<file path="src/rtl/b2s_pkg.sv">
package b2s_pkg;

    // Address-bus slot owned by each fabric edge
    typedef enum logic {
        SLOT_RD = 1'b0,
        SLOT_WR = 1'b1
    } slot_e;

    // Source of the next output beat
    typedef enum logic [1:0] {
        OUT_IDLE = 2'd0,
        OUT_LO   = 2'd1,
        OUT_HI   = 2'd2
    } out_sel_e;

    // Edges between write-address capture and the second data beat
    localparam int unsigned WR_ALIGN = 2;

    function automatic slot_e slot_after(input slot_e s);
        return (s == SLOT_RD) ? SLOT_WR : SLOT_RD;
    endfunction

endpackage

</file>
<file path="src/rtl/b2s_capture.sv">
module b2s_capture
    import b2s_pkg::*;
#(
    parameter int AW = 6,
    parameter int W  = 18
) (
    input  logic          clk,
    input  logic          rst,
    input  logic          rd_sel_n,
    input  logic          wr_sel_n,
    input  logic [AW-1:0] addr,
    input  logic [W-1:0]  wdata,
    output slot_e         slot_q,
    output logic          rd_req_q,
    output logic          wr_req_q,
    output logic [AW-1:0] addr_q,
    output logic [W-1:0]  din_q
);

    // Input register stage; slot_q names the slot of the coming edge
    always_ff @(posedge clk) begin
        if (rst) begin
            slot_q   <= SLOT_RD;
            rd_req_q <= 1'b0;
            wr_req_q <= 1'b0;
            addr_q   <= '0;
            din_q    <= '0;
        end else begin
            slot_q   <= slot_after(slot_q);
            rd_req_q <= (slot_q == SLOT_RD) && !rd_sel_n;
            wr_req_q <= (slot_q == SLOT_WR) && !wr_sel_n;
            addr_q   <= addr;
            din_q    <= wdata;
        end
    end

endmodule

</file>
<file path="src/rtl/b2s_wr_pipe.sv">
module b2s_wr_pipe
    import b2s_pkg::*;
#(
    parameter int AW = 6,
    parameter int W  = 18
) (
    input  logic            clk,
    input  logic            rst,
    input  logic            wr_req_q,
    input  logic [AW-1:0]   addr_q,
    input  logic [W-1:0]    din_q,
    output logic            commit_en,
    output logic [AW-1:0]   commit_addr,
    output logic [2*W-1:0]  commit_data
);

    localparam int STAGES = WR_ALIGN;

    logic          v_w [STAGES+1];
    logic [AW-1:0] a_w [STAGES+1];
    logic [W-1:0]  lo_q;

    assign v_w[0] = wr_req_q;
    assign a_w[0] = addr_q;

    // Carry the write address along until both beats have arrived
    for (genvar s = 0; s < STAGES; s++) begin : g_align
        logic          v_r;
        logic [AW-1:0] a_r;
        always_ff @(posedge clk) begin
            if (rst) begin
                v_r <= 1'b0;
                a_r <= '0;
            end else begin
                v_r <= v_w[s];
                a_r <= a_w[s];
            end
        end
        assign v_w[s+1] = v_r;
        assign a_w[s+1] = a_r;
    end

    // First beat parked while the second is registered
    always_ff @(posedge clk) begin
        if (rst) begin
            lo_q <= '0;
        end else if (v_w[STAGES-1]) begin
            lo_q <= din_q;
        end
    end

    assign commit_en   = v_w[STAGES];
    assign commit_addr = a_w[STAGES];
    assign commit_data = {din_q, lo_q};

endmodule

</file>
<file path="src/rtl/b2s_store.sv">
module b2s_store #(
    parameter int AW = 6,
    parameter int DW = 36
) (
    input  logic          clk,
    input  logic          we,
    input  logic [AW-1:0] waddr,
    input  logic [DW-1:0] wdata,
    input  logic [AW-1:0] raddr,
    output logic [DW-1:0] rdata
);

    localparam int DEPTH = 1 << AW;

    logic [DW-1:0] cells [DEPTH];

    always_ff @(posedge clk) begin
        if (we) begin
            cells[waddr] <= wdata;
        end
    end

    assign rdata = cells[raddr];

endmodule

</file>
<file path="src/rtl/b2s_rd_pipe.sv">
module b2s_rd_pipe
    import b2s_pkg::*;
#(
    parameter int AW = 6,
    parameter int W  = 18
) (
    input  logic            clk,
    input  logic            rst,
    input  logic            rd_req_q,
    input  logic            wr_req_q,
    input  logic [AW-1:0]   addr_q,
    input  logic [W-1:0]    din_q,
    input  logic            commit_en,
    input  logic [AW-1:0]   commit_addr,
    input  logic [2*W-1:0]  commit_data,
    output logic [AW-1:0]   look_addr,
    input  logic [2*W-1:0]  look_data,
    output logic [W-1:0]    rdata,
    output logic            rvalid
);

    typedef struct packed {
        logic           vld;
        logic           late;
        logic [2*W-1:0] pair;
    } fetch_t;

    typedef struct packed {
        logic         vld;
        logic         late;
        logic [W-1:0] hi;
    } tail_t;

    logic          rv2_q;
    logic [AW-1:0] ra2_q;
    fetch_t        s3_q;
    tail_t         s4_q;
    logic [W-1:0]  rdata_q;
    logic          rvalid_q;
    out_sel_e      osel;
    logic          early_hit;
    logic          late_hit;

    assign look_addr = ra2_q;

    // Previous-cycle write still in flight to the array
    assign early_hit = commit_en && (commit_addr == ra2_q);
    // Same-cycle write, address captured one edge after the read
    assign late_hit  = rv2_q && wr_req_q && (addr_q == ra2_q);

    always_comb begin
        if (s3_q.vld)      osel = OUT_LO;
        else if (s4_q.vld) osel = OUT_HI;
        else               osel = OUT_IDLE;
    end

    always_ff @(posedge clk) begin
        if (rst) begin
            rv2_q    <= 1'b0;
            ra2_q    <= '0;
            s3_q     <= '0;
            s4_q     <= '0;
            rdata_q  <= '0;
            rvalid_q <= 1'b0;
        end else begin
            rv2_q     <= rd_req_q;
            ra2_q     <= addr_q;
            s3_q.vld  <= rv2_q;
            s3_q.late <= late_hit;
            s3_q.pair <= early_hit ? commit_data : look_data;
            s4_q.vld  <= s3_q.vld;
            s4_q.late <= s3_q.late;
            s4_q.hi   <= s3_q.pair[2*W-1:W];
            // Output register: lower beat, then upper beat, else hold
            case (osel)
                OUT_LO: begin
                    rdata_q  <= s3_q.late ? din_q : s3_q.pair[W-1:0];
                    rvalid_q <= 1'b1;
                end
                OUT_HI: begin
                    rdata_q  <= s4_q.late ? din_q : s4_q.hi;
                    rvalid_q <= 1'b1;
                end
                default: begin
                    rvalid_q <= 1'b0;
                end
            endcase
        end
    end

    assign rdata  = rdata_q;
    assign rvalid = rvalid_q;

endmodule

</file>
<file path="src/rtl/burst2_dp_sram.sv">
module burst2_dp_sram
    import b2s_pkg::*;
#(
    parameter int WORD_W = 18,
    parameter int ADDR_W = 6
) (
    input  logic              clk,
    input  logic              rst,
    input  logic              rd_sel_n,
    input  logic              wr_sel_n,
    input  logic [ADDR_W-1:0] addr,
    input  logic [WORD_W-1:0] wdata,
    output logic [WORD_W-1:0] rdata,
    output logic              rvalid
);

    localparam int PAIR_W = 2 * WORD_W;

    slot_e              slot_now;
    logic               rd_req_q;
    logic               wr_req_q;
    logic [ADDR_W-1:0]  addr_q;
    logic [WORD_W-1:0]  din_q;
    logic               commit_en;
    logic [ADDR_W-1:0]  commit_addr;
    logic [PAIR_W-1:0]  commit_data;
    logic [ADDR_W-1:0]  look_addr;
    logic [PAIR_W-1:0]  look_data;
    logic               slot_wr;

    assign slot_wr = (slot_now == SLOT_WR);

    b2s_capture #(.AW(ADDR_W), .W(WORD_W)) u_cap (
        .clk      (clk),
        .rst      (rst),
        .rd_sel_n (rd_sel_n),
        .wr_sel_n (wr_sel_n),
        .addr     (addr),
        .wdata    (wdata),
        .slot_q   (slot_now),
        .rd_req_q (rd_req_q),
        .wr_req_q (wr_req_q),
        .addr_q   (addr_q),
        .din_q    (din_q)
    );

    b2s_wr_pipe #(.AW(ADDR_W), .W(WORD_W)) u_wr (
        .clk         (clk),
        .rst         (rst),
        .wr_req_q    (wr_req_q),
        .addr_q      (addr_q),
        .din_q       (din_q),
        .commit_en   (commit_en),
        .commit_addr (commit_addr),
        .commit_data (commit_data)
    );

    b2s_store #(.AW(ADDR_W), .DW(PAIR_W)) u_mem (
        .clk   (clk),
        .we    (commit_en),
        .waddr (commit_addr),
        .wdata (commit_data),
        .raddr (look_addr),
        .rdata (look_data)
    );

    b2s_rd_pipe #(.AW(ADDR_W), .W(WORD_W)) u_rd (
        .clk         (clk),
        .rst         (rst),
        .rd_req_q    (rd_req_q),
        .wr_req_q    (wr_req_q),
        .addr_q      (addr_q),
        .din_q       (din_q),
        .commit_en   (commit_en),
        .commit_addr (commit_addr),
        .commit_data (commit_data),
        .look_addr   (look_addr),
        .look_data   (look_data),
        .rdata       (rdata),
        .rvalid      (rvalid)
    );

endmodule

</file>
<file path="config.mk">
export PLATFORM = sky130hd
export DESIGN_NAME = burst2_dp_sram
export DESIGN_NICKNAME = d
export VERILOG_FILES = /design/src/rtl/b2s_pkg.sv /design/src/rtl/b2s_capture.sv /design/src/rtl/b2s_wr_pipe.sv /design/src/rtl/b2s_store.sv /design/src/rtl/b2s_rd_pipe.sv /design/src/rtl/burst2_dp_sram.sv
export SDC_FILE = /design/constraint.sdc
export NUM_CORES = 2
export LEC_CHECK = 0
export BUFFER_PORTS_ARGS = -buffer_cell sky130_fd_sc_hd__buf_2
export CAP_MARGIN = 20
export CORE_ASPECT_RATIO = 0.8
export CORE_MARGIN = 2
export CORE_UTILIZATION = 45
export DETAILED_ROUTE_END_ITERATION = 10
export PLACE_DENSITY_LB_ADDON = 0.2
export SLEW_MARGIN = 30
export SYNTH_ARGS = -nofsm -noshare
export SYNTH_HDL_FRONTEND = slang
export SYNTH_SLANG_ARGS = --single-unit
export TNS_END_PERCENT = 1
</file>
<file path="constraint.sdc">
create_clock -name clk -period 5.2 [get_ports clk]
set_input_delay 1.04 -clock clk [delete_from_list [all_inputs] [get_ports clk]]
set_output_delay 1.04 -clock clk [all_outputs]
set_load 0.02 [all_outputs]
</file>
==> impl_metrics.yaml <==
cts:
  path_clk_slew_ns: 0.07
  hold_buffers: 0
  clk-insertion-delay-late_ns: 0.86
  htree_levels: 4
  numCtsBuffers: 221
  cts_setup_buffers: 0
  clkSinkCount: 2441
  clockBufferDepth: 3
  cts_resized: 0
  cts_tree: "built"
  cts-root-buf: "clkbuf_16"
logic_synthesis:
  yosysUniqueCellTypes: 44
  synth_flop_cell: "edfxtp_1"
  netlist_area_um2: 92100
  synth_edf_count: 2304
  yosys_register_bits: 2441
  yosysWarnings: 0
  synth_area_leaders: "edfxtp_1 (75%), mux4_2 (15%), dfxtp_1 (3.0%), a22oi_1 (1.4%), mux2i_1 (1.0%)"
  syn_inst: 4121
  synthesis.nets: 4149
  yosysSeqAreaShare: 0.781
  ys_async_sr_fraction: 0
  yosysTopAreaCell: "edfxtp_1"
  avgSynthCellArea_um2: 22.3
  synth.most_common_cell: "edfxtp_1"
  yosysTopAreaCellShare: 0.751
  netlist_top_cells_count: "edfxtp_1 (2,304), mux4_2 (603), a22oi_1 (170), dfxtp_1 (137), nor2_1 (130)"
timing:
  grt_setup_unrepaired: "no"
  fin_crit_sh: 0.714
  setup_slack_ns: 1.48
  fin_crit_ns: 3.72
  slew_viol_final: 0
  finalHoldViolCount: 0
  max-slew-margin-rel: 0.296
  max_freq_ghz: 0.269
  setup_viol: 0
  tightestPinTransition_ns: 1.05
  clock_skew_ns: 0.0373
  setup-tns-final_ns: 0
route:
  routedWlPerCell_um: 35.6
  first_pass_iters: 8
  avgViaCountPerCell: 6.24
  drc_errors: 0
  wl_mm: 258
  drt.antenna.violating_nets: 0
  vias: 45264
  drtIter0Drc: 6998
job:
  cap_viol_max_count: 0
critical_path:
  cp_max_fo: 31
  rrSetupSlack_ns: 1.48
  critical_path_arrival_ns: 4.51
  reg2reg_depth: 7
  cp-start-kind: "flip-flop"
  cp_cell_sequence: "buf_4 -> and2_1 -> buf_4 -> a22oi_1 -> a21oi_1 -> a21oi_1 -> nand2_1"
  slowest_delay_ns: 0.88
  r2r-start: "u_rd.look_addr[2]"
  worst_path_max_delay_cell: "and2_1"
  end_kind: "flip-flop"
  r2r_end: "u_rd.s3_q[30]"
  crit_type: "reg2reg"
  worstPathRequired_ns: 5.99
global_route:
  antenna_found_initial: 12
  grt.total_usage: 0.248
  grt_max_degree: 103
  grt_pass1_vias: 44062
  grt_pass1_wl_mm: 359
  overflow: 0
placed_design:
  dp_hpwl_mm: 151
  port_buffers: 46
  gp_congestion: 0.930
  place_ws_ns: 1.52
layout:
  nFillCells: 15917
  num-nets-final: 4392
  final_util: 0.512
  multi_input_area_um2: 19500
  drive_gt1_frac: 0.283
  final-seq-area_um2: 72000
  area_growth_pct: 13.0
die:
  io_pins: 47
  coreArea_um2: 203000
  fp.dieH_um: 409
  die-area_um2: 208000
  core.rowCount: 148
  initial_core_util: 0.453
  die_x_um: 510
power_and_ir_drop:
  p_leak_nw: 32.0
  power_density_nw_per_um2: 371
  ir_drop_mv: 0.338
min_path:
  hold_path.startpoint: "wdata[3]"
  whs_path_depth: 2
  min_path_type: "in2reg"
  holdPathEnd: "u_cap.din_q[3]"
outcome:
  status: "completed"
==> critical path: cells and delay by family, from the launching register on <==
kind / cells / cell delay (ns)
AND/OR/NAND/NOR: 2 / 1.03
buffers and inverters: 2 / 0.89
flip-flops: 1 / 0.74
AO/OA/AOI/OAI: 3 / 0.95
==> through the flow <==
stage / hold WS [ns] / std cells / area [um^2] / power, mW
6_report: 0.399 / 7250 / 104000 / 38.6
5_1_grt: 0.355 / 7248 / 104000 / 39.7
2_1_floorplan: 0.408 / 4121 / 92100 / 22.7
4_1_cts: 0.346 / 7242 / 104000 / 38.9
3_3_place_gp: 0.426 / 6827 / 96800 / 23.3
3_5_place_dp: 0.433 / 6835 / 97000 / 23.3
==> logic make-up after synthesis <==
kind of cell | after synthesis | share of synthesized area
buffers and inverters | 240 | 0.0133
XOR/XNOR | 12 | 0.00114
AO/OA/AOI/OAI | 369 | 0.0275
multiplexers | 699 | 0.158
AND/OR/NAND/NOR | 360 | 0.0191
flip-flops | 2441 | 0.781
==> cells in the final DEF (no fill, tap or decap), drive strengths merged, types with 96 or more instances in the layout <==
| cell | count |
|---|---|
| a22oi | 170 |
| edfxtp | 2304 |
| clkbuf | 288 |
| clkinv | 96 |
| mux2i | 96 |
| nor2b | 99 |
| nor2 | 130 |
| a21oi | 105 |
| buf | 259 |
| mux4 | 603 |
| dfxtp | 137 |
==> registers in the layout, indices dropped and copies added (netlist names), 6 cells and up <==
register	count
u_mem.cells	2304
u_rd.s3_q	38
u_rd.s4_q	20
u_cap.din_q	18
u_rd.rdata	18
u_wr.lo_q	18
u_cap.addr_q	6
u_rd.look_addr	6
u_wr.commit_addr	6
==> power by group <==
part	total [mW]	internal (mW)	switching [mW]
combinational	1.38	0.495	0.885
sequential	21.5	21.4	0.129
clock	15.7	8.57	7.16
total	38.6	30.5	8.17
==> layer usage <==
metal	global-route usage	wire, um	vias to the layer above
met4	0.0686	7770	0
met1	0.369	107000	24593
li1	-	-	17901
met3	0.0644	26900	369
met2	0.365	116000	2401
met5	0	0	-
==> area by class of cell <==
class / instances / area share
Tap cell: 2700 / 0.0325
Clock buffer: 288 / 0.0569
Clock inverter: 119 / 0.00921
Multi-Input combinational cell: 1440 / 0.188
Inverter: 1 / 0.0000361
Antenna cell: 2 / 0.0000481
Sequential cell: 2441 / 0.692
Timing Repair Buffer: 259 / 0.0221
==> worst max-delay path by stage <==
stage | slack (ns) | depth (start not counted) | from | to
5_1_grt | 1.35 | 7 | u_rd.look_addr[0] | u_rd.s3_q[24]
3_3_place_gp | 1.46 | 7 | u_rd.look_addr[3] | u_rd.s3_q[12]
6_report | 1.48 | 7 | u_rd.look_addr[2] | u_rd.s3_q[30]
2_1_floorplan | 1.34 | 4 | u_wr.commit_addr[5] | u_mem.cells[48][0]
3_5_place_dp | 1.52 | 7 | u_rd.look_addr[0] | u_rd.s3_q[24]
4_1_cts | 1.56 | 7 | u_rd.look_addr[0] | u_rd.s3_q[24]
(Power assumes the default switching activity.)
